===== config.mk =====
export PLATFORM = sky130hd
export DESIGN_NAME = qec_top
export DESIGN_NICKNAME = d
export VERILOG_FILES = /design/src/rtl/qec_pkg.sv /design/src/rtl/qec_cfg_regs.sv /design/src/rtl/qec_qualify.sv /design/src/rtl/qec_accum.sv /design/src/rtl/qec_top.sv
export SDC_FILE = /design/constraint.sdc
export NUM_CORES = 1
export LEC_CHECK = 0
export ABC_AREA = 1
export ABC_CLOCK_PERIOD_IN_PS = 8000
export BUFFER_PORTS_ARGS = -buffer_cell sky130_fd_sc_hd__buf_2
export CAP_MARGIN = 20
export CORE_AREA = 2 2 104 106
export DETAILED_ROUTE_END_ITERATION = 6
export DIE_AREA = 0 0 106 108
export PLACE_DENSITY = 0.85
export SYNTH_ARGS = -nofsm -noshare
export SYNTH_HDL_FRONTEND = slang
export SYNTH_SLANG_ARGS = --single-unit

===== constraint.sdc =====
create_clock -name clk -period 8 [get_ports clk]
set_input_delay 0.4 -clock clk [delete_from_list [all_inputs] [get_ports clk]]
set_output_delay 0.4 -clock clk [all_outputs]
set_load 0.02 [all_outputs]

===== src/rtl/qec_pkg.sv =====
`timescale 1ns/1ps
package qec_pkg;
  // privilege levels and configuration field layout
  localparam int PRIV_N  = 4;
  localparam int THR_W   = 8;
  localparam int THR_LSB = 0;
  localparam int ISA_LSB = 8;
  localparam int INV_BIT = 10;
  localparam int REN_BIT = 11;
  localparam int OEN_BIT = 12;
  localparam int PM_LSB  = 16;

  // register select codes
  localparam int REG_CFG = 0;
  localparam int REG_CNT = 1;
  localparam int REG_CLR = 2;

  typedef enum logic [1:0] {
    ISA_ANY  = 2'd0,
    ISA_ONE  = 2'd1,
    ISA_ZERO = 2'd2,
    ISA_ALL  = 2'd3
  } isa_sel_e;

  typedef struct packed {
    logic [THR_W-1:0]  thr;
    isa_sel_e          isa;
    logic              inv;
    logic              ren;
    logic              oen;
    logic [PRIV_N-1:0] pmask;
  } cfg_t;
endpackage


===== src/rtl/qec_cfg_regs.sv =====
`timescale 1ns/1ps
module qec_cfg_regs
  import qec_pkg::*;
#(
  parameter int DATA_W    = 64,
  parameter int ADDR_W    = 2,
  parameter int MAX_INC   = 6,
  parameter bit SUP_RANGE = 1'b1,
  parameter bit SUP_OPC   = 1'b1
) (
  input  logic              clk,
  input  logic              rst,
  input  logic              wr_en,
  input  logic [ADDR_W-1:0] wr_addr,
  input  logic [DATA_W-1:0] wr_data,
  output cfg_t              cfg_q
);
  localparam logic [THR_W-1:0] THR_TOP = THR_W'(MAX_INC - 1);

  logic             sel;
  logic [THR_W-1:0] thr_in;
  logic             ren_in;
  logic             oen_in;
  logic             unused_cfg_bits;

  assign sel             = wr_en && (wr_addr == ADDR_W'(REG_CFG));
  assign thr_in          = wr_data[THR_LSB +: THR_W];
  assign unused_cfg_bits = ^wr_data;

  // qualifiers the event cannot use are tied off
  generate
    if (SUP_RANGE) begin : g_range
      assign ren_in = wr_data[REN_BIT];
    end else begin : g_no_range
      assign ren_in = 1'b0;
    end
    if (SUP_OPC) begin : g_opc
      assign oen_in = wr_data[OEN_BIT];
    end else begin : g_no_opc
      assign oen_in = 1'b0;
    end
  endgenerate

  always_ff @(posedge clk) begin
    if (rst) begin
      cfg_q <= '{thr: '0, isa: ISA_ANY, inv: 1'b0, ren: 1'b0, oen: 1'b0, pmask: '1};
    end else if (sel) begin
      cfg_q.thr   <= (thr_in > THR_TOP) ? THR_TOP : thr_in;
      cfg_q.isa   <= isa_sel_e'(wr_data[ISA_LSB +: 2]);
      cfg_q.inv   <= wr_data[INV_BIT];
      cfg_q.ren   <= ren_in;
      cfg_q.oen   <= oen_in;
      cfg_q.pmask <= wr_data[PM_LSB +: PRIV_N];
    end
  end
endmodule


===== src/rtl/qec_qualify.sv =====
`timescale 1ns/1ps
module qec_qualify
  import qec_pkg::*;
#(
  parameter int PRIV_W = 2
) (
  input  isa_sel_e          isa_sel,
  input  logic              inv,
  input  logic              ren,
  input  logic              oen,
  input  logic [PRIV_N-1:0] pmask,
  input  logic              freeze,
  input  logic              isa_mode,
  input  logic [PRIV_W-1:0] priv_lvl,
  input  logic              range_hit,
  input  logic              opc_hit,
  output logic              qual
);
  logic isa_ok, priv_ok, range_ok, opc_ok;

  always_comb begin
    unique case (isa_sel)
      ISA_ONE:  isa_ok = isa_mode;
      ISA_ZERO: isa_ok = !isa_mode;
      default:  isa_ok = 1'b1;
    endcase
  end

  assign priv_ok  = pmask[priv_lvl];
  assign range_ok = !ren || (range_hit ^ inv);
  assign opc_ok   = !oen || opc_hit;
  assign qual     = !freeze && isa_ok && priv_ok && range_ok && opc_ok;
endmodule


===== src/rtl/qec_accum.sv =====
`timescale 1ns/1ps
module qec_accum
  import qec_pkg::*;
#(
  parameter int CNT_W   = 64,
  parameter int MAX_INC = 6,
  localparam int INC_W  = $clog2(MAX_INC + 1)
) (
  input  logic             clk,
  input  logic             rst,
  input  logic             qual,
  input  logic [INC_W-1:0] evt_cnt,
  input  logic [THR_W-1:0] thr,
  input  logic             load,
  input  logic [CNT_W-1:0] load_val,
  input  logic             clr_flag,
  output logic [CNT_W-1:0] cnt_q,
  output logic             flag_q,
  output logic             irq_q
);
  logic [INC_W-1:0] evt_eff;
  logic [THR_W-1:0] evt_wide;
  logic [INC_W-1:0] step;
  logic [CNT_W:0]   sum;

  assign evt_eff  = (evt_cnt > INC_W'(MAX_INC)) ? INC_W'(MAX_INC) : evt_cnt;
  assign evt_wide = THR_W'(evt_eff);
  assign step     = (thr == '0) ? evt_eff
                  : ((evt_wide > thr) ? INC_W'(1) : '0);
  assign sum      = {1'b0, cnt_q} + (CNT_W+1)'(step);

  always_ff @(posedge clk) begin
    if (rst) begin
      cnt_q  <= '0;
      flag_q <= 1'b0;
      irq_q  <= 1'b0;
    end else begin
      irq_q <= 1'b0;
      if (clr_flag) flag_q <= 1'b0;
      if (load) begin
        cnt_q <= load_val;
      end else if (qual) begin
        cnt_q <= sum[CNT_W-1:0];
        if (sum[CNT_W]) begin
          flag_q <= 1'b1;
          irq_q  <= 1'b1;
        end
      end
    end
  end
endmodule


===== src/rtl/qec_top.sv =====
`timescale 1ns/1ps
module qec_top
  import qec_pkg::*;
#(
  parameter int CNT_W     = 64,
  parameter int ADDR_W    = 2,
  parameter int MAX_INC   = 6,
  parameter bit SUP_RANGE = 1'b1,
  parameter bit SUP_OPC   = 1'b1,
  localparam int INC_W    = $clog2(MAX_INC + 1),
  localparam int PRIV_W   = $clog2(PRIV_N)
) (
  input  logic              clk,
  input  logic              rst,
  input  logic              wr_en,
  input  logic [ADDR_W-1:0] wr_addr,
  input  logic [CNT_W-1:0]  wr_data,
  input  logic              freeze,
  input  logic [INC_W-1:0]  evt_cnt,
  input  logic              isa_mode,
  input  logic [PRIV_W-1:0] priv_lvl,
  input  logic              range_hit,
  input  logic              opc_hit,
  output logic [CNT_W-1:0]  cnt,
  output logic              ovf_flag,
  output logic              ovf_irq
);
  cfg_t cfg_q;
  logic qual, load, clr_flag;

  assign load     = wr_en && (wr_addr == ADDR_W'(REG_CNT));
  assign clr_flag = wr_en && (wr_addr == ADDR_W'(REG_CLR));

  qec_cfg_regs #(
    .DATA_W(CNT_W), .ADDR_W(ADDR_W), .MAX_INC(MAX_INC),
    .SUP_RANGE(SUP_RANGE), .SUP_OPC(SUP_OPC)
  ) u_cfg (
    .clk(clk), .rst(rst), .wr_en(wr_en), .wr_addr(wr_addr),
    .wr_data(wr_data), .cfg_q(cfg_q)
  );

  qec_qualify #(.PRIV_W(PRIV_W)) u_qual (
    .isa_sel(cfg_q.isa), .inv(cfg_q.inv), .ren(cfg_q.ren), .oen(cfg_q.oen),
    .pmask(cfg_q.pmask), .freeze(freeze), .isa_mode(isa_mode),
    .priv_lvl(priv_lvl), .range_hit(range_hit), .opc_hit(opc_hit),
    .qual(qual)
  );

  qec_accum #(.CNT_W(CNT_W), .MAX_INC(MAX_INC)) u_acc (
    .clk(clk), .rst(rst), .qual(qual), .evt_cnt(evt_cnt), .thr(cfg_q.thr),
    .load(load), .load_val(wr_data), .clr_flag(clr_flag),
    .cnt_q(cnt), .flag_q(ovf_flag), .irq_q(ovf_irq)
  );
endmodule


# ---- Word-level counts from Yosys, hierarchy flattened
# Index checks and enable logic that the tools add are counted.
dict set report classes {
  muxes 14
  bitwise_logic 2
  n_eq_ne 4
  reduce_logical 17
  magnitude_cmp 4
  n_addsub 1
}
# cell n
set ops {}
lappend ops {{$mux W64} 2}
lappend ops {{$add A64 B3 Y65} 1}
lappend ops {{$gt A3 B8 Y1} 1}
lappend ops {{$gt A8 B3 Y1 const B} 1}
lappend ops {{$logic_not A8 Y1} 1}
lappend ops {{$mux W8} 1}
lappend ops {{$logic_and A1 B1 Y1} 7}
lappend ops {{$mux W1} 7}
lappend ops {{$mux W3} 2}
lappend ops {{$eq A2 B1 Y1 const B} 2}
lappend ops {{$eq A2 B2 Y1 const B} 2}
lappend ops {{$logic_not A1 Y1} 4}
lappend ops {{$gt A3 B3 Y1 const B} 1}
lappend ops {{$lt A2 B3 Y1 const B} 1}
lappend ops {{$reduce_or A3 Y1} 1}
lappend ops {{$bmux W1 S2} 1}
lappend ops {{$logic_not A2 Y1} 1}
lappend ops {{$logic_or A1 B1 Y1} 2}
lappend ops {{$pmux W1 S2} 1}
lappend ops {{$reduce_bool A2 Y1} 1}
lappend ops {{$not A1 Y1} 1}
lappend ops {{$xor A1 B1 Y1} 1}
dict set report totals {
  inputBits 78
  ff_bits 83
  elab_cells 51
  out_inout_bits 66
}

# ---- Depth between registers and ports, before layout
dict set report logic_depth {
  depth_word 9
  ltp_mapped 21
  ltp_nobuf 21
}

# ---- By module
# From an unflattened synthesis, not the netlist that was laid out.
dict set report unflattened {
  cells_unflattened 948
  area_unflattened_um2 5830.6
}
# mod n_inst seq_area_each_um2 area_per_inst_um2 cells_each
set modules_own_cells {}
lappend modules_own_cells {qec_accum 1 1321.3 5042.3 835}
lappend modules_own_cells {qec_cfg_regs 1 340.3 650.6 83}
lappend modules_own_cells {qec_qualify 1 0.0 122.6 26}
lappend modules_own_cells {qec_top 1 0.0 15.0 4}

# ---- Least setup slack after synthesis
# No wires, ideal clock.
dict set report synth_timing {
  kind {input to register}
  startpoint {in evt_cnt[2]}
  endpoint {reg u_acc.cnt_q[58]}
  cell_stages 19
  n_path_buf 0
  t_required_ns 7.891
  setup_slack_ns 5.098
  arrival_ns 2.794
  setup_ns 0.109
  cell_sequence {inv_1 o21ai_0 ha_1 a31oi_1 o21ai_0 mux2i_1 ha_1 inv_1 fa_1 o21ai_4 nand2_4 nor2_4 nand2_2 nor2_2 nand2_1 nand2_1 nand3_1 nand2_1 inv_1}
}
dict set report synth_between {
  elab_chain_cells 8
}
# item line
set synth_lines {}
lappend synth_lines {{start, declared} qec_top.sv:19} ;# input logic [INC_W-1:0] evt_cnt,
lappend synth_lines {{$gt A3 B3 Y1} qec_accum.sv:26} ;# assign evt_eff = (evt_cnt > INC_W'(MAX_INC)) ? INC_W'(MAX_INC) : evt_cnt;
lappend synth_lines {{$mux W3 *} qec_accum.sv:26}
lappend synth_lines {{$gt A3 B8 Y1} qec_accum.sv:29} ;# : ((evt_wide > thr) ? INC_W'(1) : '0);
lappend synth_lines {{$mux W1} qec_accum.sv:29}
lappend synth_lines {{$mux W3 *} qec_accum.sv:28} ;# assign step = (thr == '0) ? evt_eff
lappend synth_lines {{$add A64 B3 Y65 *} qec_accum.sv:30} ;# assign sum = {1'b0, cnt_q} + (CNT_W+1)'(step);
lappend synth_lines {{$mux W64 *} qec_accum.sv:42} ;# end else if (qual) begin
lappend synth_lines {{$mux W64 *} qec_accum.sv:40} ;# if (load) begin
lappend synth_lines {{end signal, assigned} qec_accum.sv:41} ;# cnt_q <= load_val;
lappend synth_lines {{end signal, assigned} qec_accum.sv:43} ;# cnt_q <= sum[CNT_W-1:0];
lappend synth_lines {{end, declared} qec_accum.sv:17} ;# output logic [CNT_W-1:0] cnt_q,
# Mark *: on every way between the ends. The rest lies on a longest branch, timed or not. The select of a mux whose other input is x is not followed.
# A chain may end at the register's enable or synchronous reset.

# ---- Final worst setup path
dict set report layout_timing {
  startpoint {reg u_cfg.cfg_q[14] (netlist name)}
  endpoint {reg u_acc.cnt_q[28]}
}
dict set report layout_between {
  elab_chain_cells 6
  word_cells_on_any_way 7
  classes_between {add/sub: 1; order compare: 1; mux: 4; reduce/logical: 1}
}
# item line
set layout_lines {}
lappend layout_lines {{$gt A3 B8 Y1} qec_accum.sv:29}
lappend layout_lines {{$mux W1} qec_accum.sv:29}
lappend layout_lines {{$mux W3 *} qec_accum.sv:28}
lappend layout_lines {{$add A64 B3 Y65 *} qec_accum.sv:30}
lappend layout_lines {{$mux W64 *} qec_accum.sv:42}
lappend layout_lines {{$mux W64 *} qec_accum.sv:40}
# Marked as above.

==> impl_results.md <==
- Die area: 0.01145 mm²
- Largest net degree at the start of global routing: just under 60
- Fmax achieved: 315.4 MHz
- Setup WS post-layout: approximately 4800 ps
- P per Cell Area: between 100 and 150 mW/mm²
- Placement Rows: 37
- Synth Warn #: 0
- Crit share post-route: 39.64%
- Post-synth top area share: 28.02%
- Root Driver: clkbuf_8
- Dpl cells: 1266
- Post-CTS setup buffer count: 0
- Max-capacitance violation count: 0
- Maximum root-to-sink buffer count: 2
- N_diodes: 0
- Core box area: just over 0.01 mm²
- Gr usage total: roughly 35%
- Tightest Pin Transition: about 860 ps
- Die width: about 110 µm
- RSZ-0062 raised after global routing: false
- CTS Buf Count: 9
- Finished Layout Cells: 1282
- Initial DRT Pass Iterations: 7
- Fin Setup TNS: 0 ps
- Skew-Pair Late Insertion Delay: 380 ps
- Vias/cell: between 5 and 6
- Post-CTS Hold Buffers: 0
- Setup violators final: 0
- DPL Wire Length: between 10000 and 15000 µm
- Port buffer count: between 100 and 150
- Crit path DAT: 3400 ps
- Die outline height: ~110 µm
- Max Transition Viols Final: 0
- Drt first-iter violations: 533
- Hold WS: roughly 270 ps
- Area Overhead vs Synth: 16.73%
- Syn_area_per_cell: about 5.9 µm²
- Global placement routability congestion: roughly 0.95
- Initial core utilization: 57.97%
- Relative slew slack: between 40 and 50%
- DRT Wirelength: roughly 20000 µm
- Post-route minimum period: ~3200 ps
- Hold Fails Final Rpt: 0
- Vias in the first global route: between 6000 and 7000
- Clock sinks: 83
- Grt ovf: 0
- Static Leak: ~3.1 nW
- Cts repair resizes: 0
- Fin nets: roughly 1200
- First-pass GRT wire length: 30970 µm
- Startpoint Class: flip-flop
- Synth Instances: roughly 1000
- Worst hold path class: in2reg
- Synth area leader: dfxtp_1
- Most area-consuming cells after synthesis: dfxtp_1 28%, nand2_1 20%, nor2_1 9.4%, inv_1 8.5%, nand3_1 6.4%
- Register bit count reported by yosys: 83
- Fraction of layout cells with a size suffix above 1: 16.93%
- Post-route cell area: roughly 0.0069 mm²
- Routed vias: ~6900
- VDD IR max: 120.3 µV
- Clock Skew: 16.07 ps
- Final Core Density: approximately 68%
- DP Area: about 0.0067 mm²
- Data required, critical path: ~8000 ps
- H-tree depth: 3
- Initial antenna violation count: 0
- Drt drc: 0
- CTS tree: built
- Status: finished clean
- Sequential area share after synthesis: roughly 28%
- CP endpoint kind: flip-flop
- Per-cell routed wire length: 15.36 µm
- Critical path class: reg2reg
- Post-synthesis instance area: roughly 0.0059 mm²
- Critical Path Fanout Max: 5
- Ports: between 100 and 150
- Yosys cell types: 39
- Detail Route Antenna Nets: 0
- Place WS: approximately 4600 ps
- Clk slew on worst S/H paths: around 90 ps
- Total power: 0.9775 mW
- Syn nets: 1100
## where the power goes
group          switching, mW  total (mW)  internal (mW)
logic                  0.114       0.173         0.0587
registers             0.0251       0.456          0.431
clock network          0.164       0.348          0.185
## Yosys cell counts (all sizes together)
| cell | count |
|---|---|
| nor3 | 13 |
| o21ai | 51 |
| clkinv | 2 |
| o22ai | 1 |
| clkbuf | 12 |
| mux2i | 1 |
| a221oi | 1 |
| o21bai | 6 |
| nand2 | 320 |
| a31oi | 15 |
| nand3 | 76 |
| buf | 16 |
| nand4 | 19 |
| fa | 1 |
| nor4 | 3 |
| and2 | 1 |
| inv | 138 |
| nand3b | 2 |
| a211oi | 1 |
| dfxtp | 83 |
| nor2 | 168 |
| xor2 | 20 |
| a21oi | 44 |
| o211ai | 2 |
| ha | 8 |
| xnor2 | 9 |
## sequential cells by signal (all words and copies together) (netlist names)
signal,count
u_acc.cnt_q,64
u_cfg.cfg_q,17
u_acc.flag_q,1
u_acc.irq_q,1
## layout make-up
cell class / instances / area [µm²]
Tap cell: 136 / 170.2
Clock inverter: 4 / 73.82
Sequential cell: 83 / 1662
Clock buffer: 12 / 145.1
Fill cell: 979 / 3308
Multi-Input combinational cell: 762 / 3615
Inverter: 140 / 526.8
Timing Repair Buffer: 145 / 730.7
## final timing paths
| check | endpoint | slack, ps | depth (start not counted) | start |
|---|---|---|---|---|
| hold / removal | u_cfg.cfg_q[1]$_SDFFE_PP1P_ | 270 | 3 | wr_data[17] |
| hold reg to reg | u_cfg.cfg_q[13]$_SDFFE_PP0P_ | 450 | 2 | u_cfg.cfg_q[13]$_SDFFE_PP0P_ |
| setup / recovery | u_acc.cnt_q[28]$_SDFFE_PP0P_ | 4830 | 14 | u_cfg.cfg_q[14]$_SDFFE_PP0P_ |
| setup reg to reg | u_acc.cnt_q[28]$_SDFFE_PP0P_ | 4830 | 14 | u_cfg.cfg_q[14]$_SDFFE_PP0P_ |
## cell families (layout without fill, tap and decap cells)
kind of cell	Yosys count	count (layout)	share of synthesized area, %
multiplexers	1	1	0.1688
buffers and inverters	168	301	11.12
AND/OR/NAND/NOR	602	602	43.21
XOR/XNOR	29	29	4.283
AO/OA/AOI/OAI	121	121	11.18
flip-flops	83	83	28.02
adder cells (fa/ha/maj)	9	9	2.025
## critical path, cell delays in order (launching register included)
cell and delay (ps):
dfxtp_1 320, nor3_1 190, nand3_1 130, nor4_1 350, mux2i_1 250, ha_1 190
inv_1 60, fa_1 440, o21ai_4 310, inv_1 90, nor2_2 150, nand2_2 120
xor2_1 160, a21oi_1 190, nor2_1 80
## routing by layer
layer	vias up	share of wire, %	GRT usage [%]
met5	-	0	0
li1	3449	-	-
met3	39	9.4	6.269
met2	324	43	54.52
met4	0	2.5	11.47
met1	3128	45	48.28
## cells in the final DEF, fill, tap and decap left out, drive strengths merged, types with 2 or more instances in the layout
cell    Yosys  final
nand3      76     76
ha          8      8
dfxtp      83     83
nor2      168    168
nand3b      2      2
o21bai      6      6
inv       138    138
o21ai      51     51
clkinv      2      4
a31oi      15     15
bufinv      0      2
a21oi      44     44
o211ai      2      2
xor2       20     20
buf        16    145
nand4      19     19
nor4        3      3
xnor2       9      9
clkbuf     12     12
nor3       13     13
nand2     320    320
No activity file was read; power rests on OpenSTA's default activity.
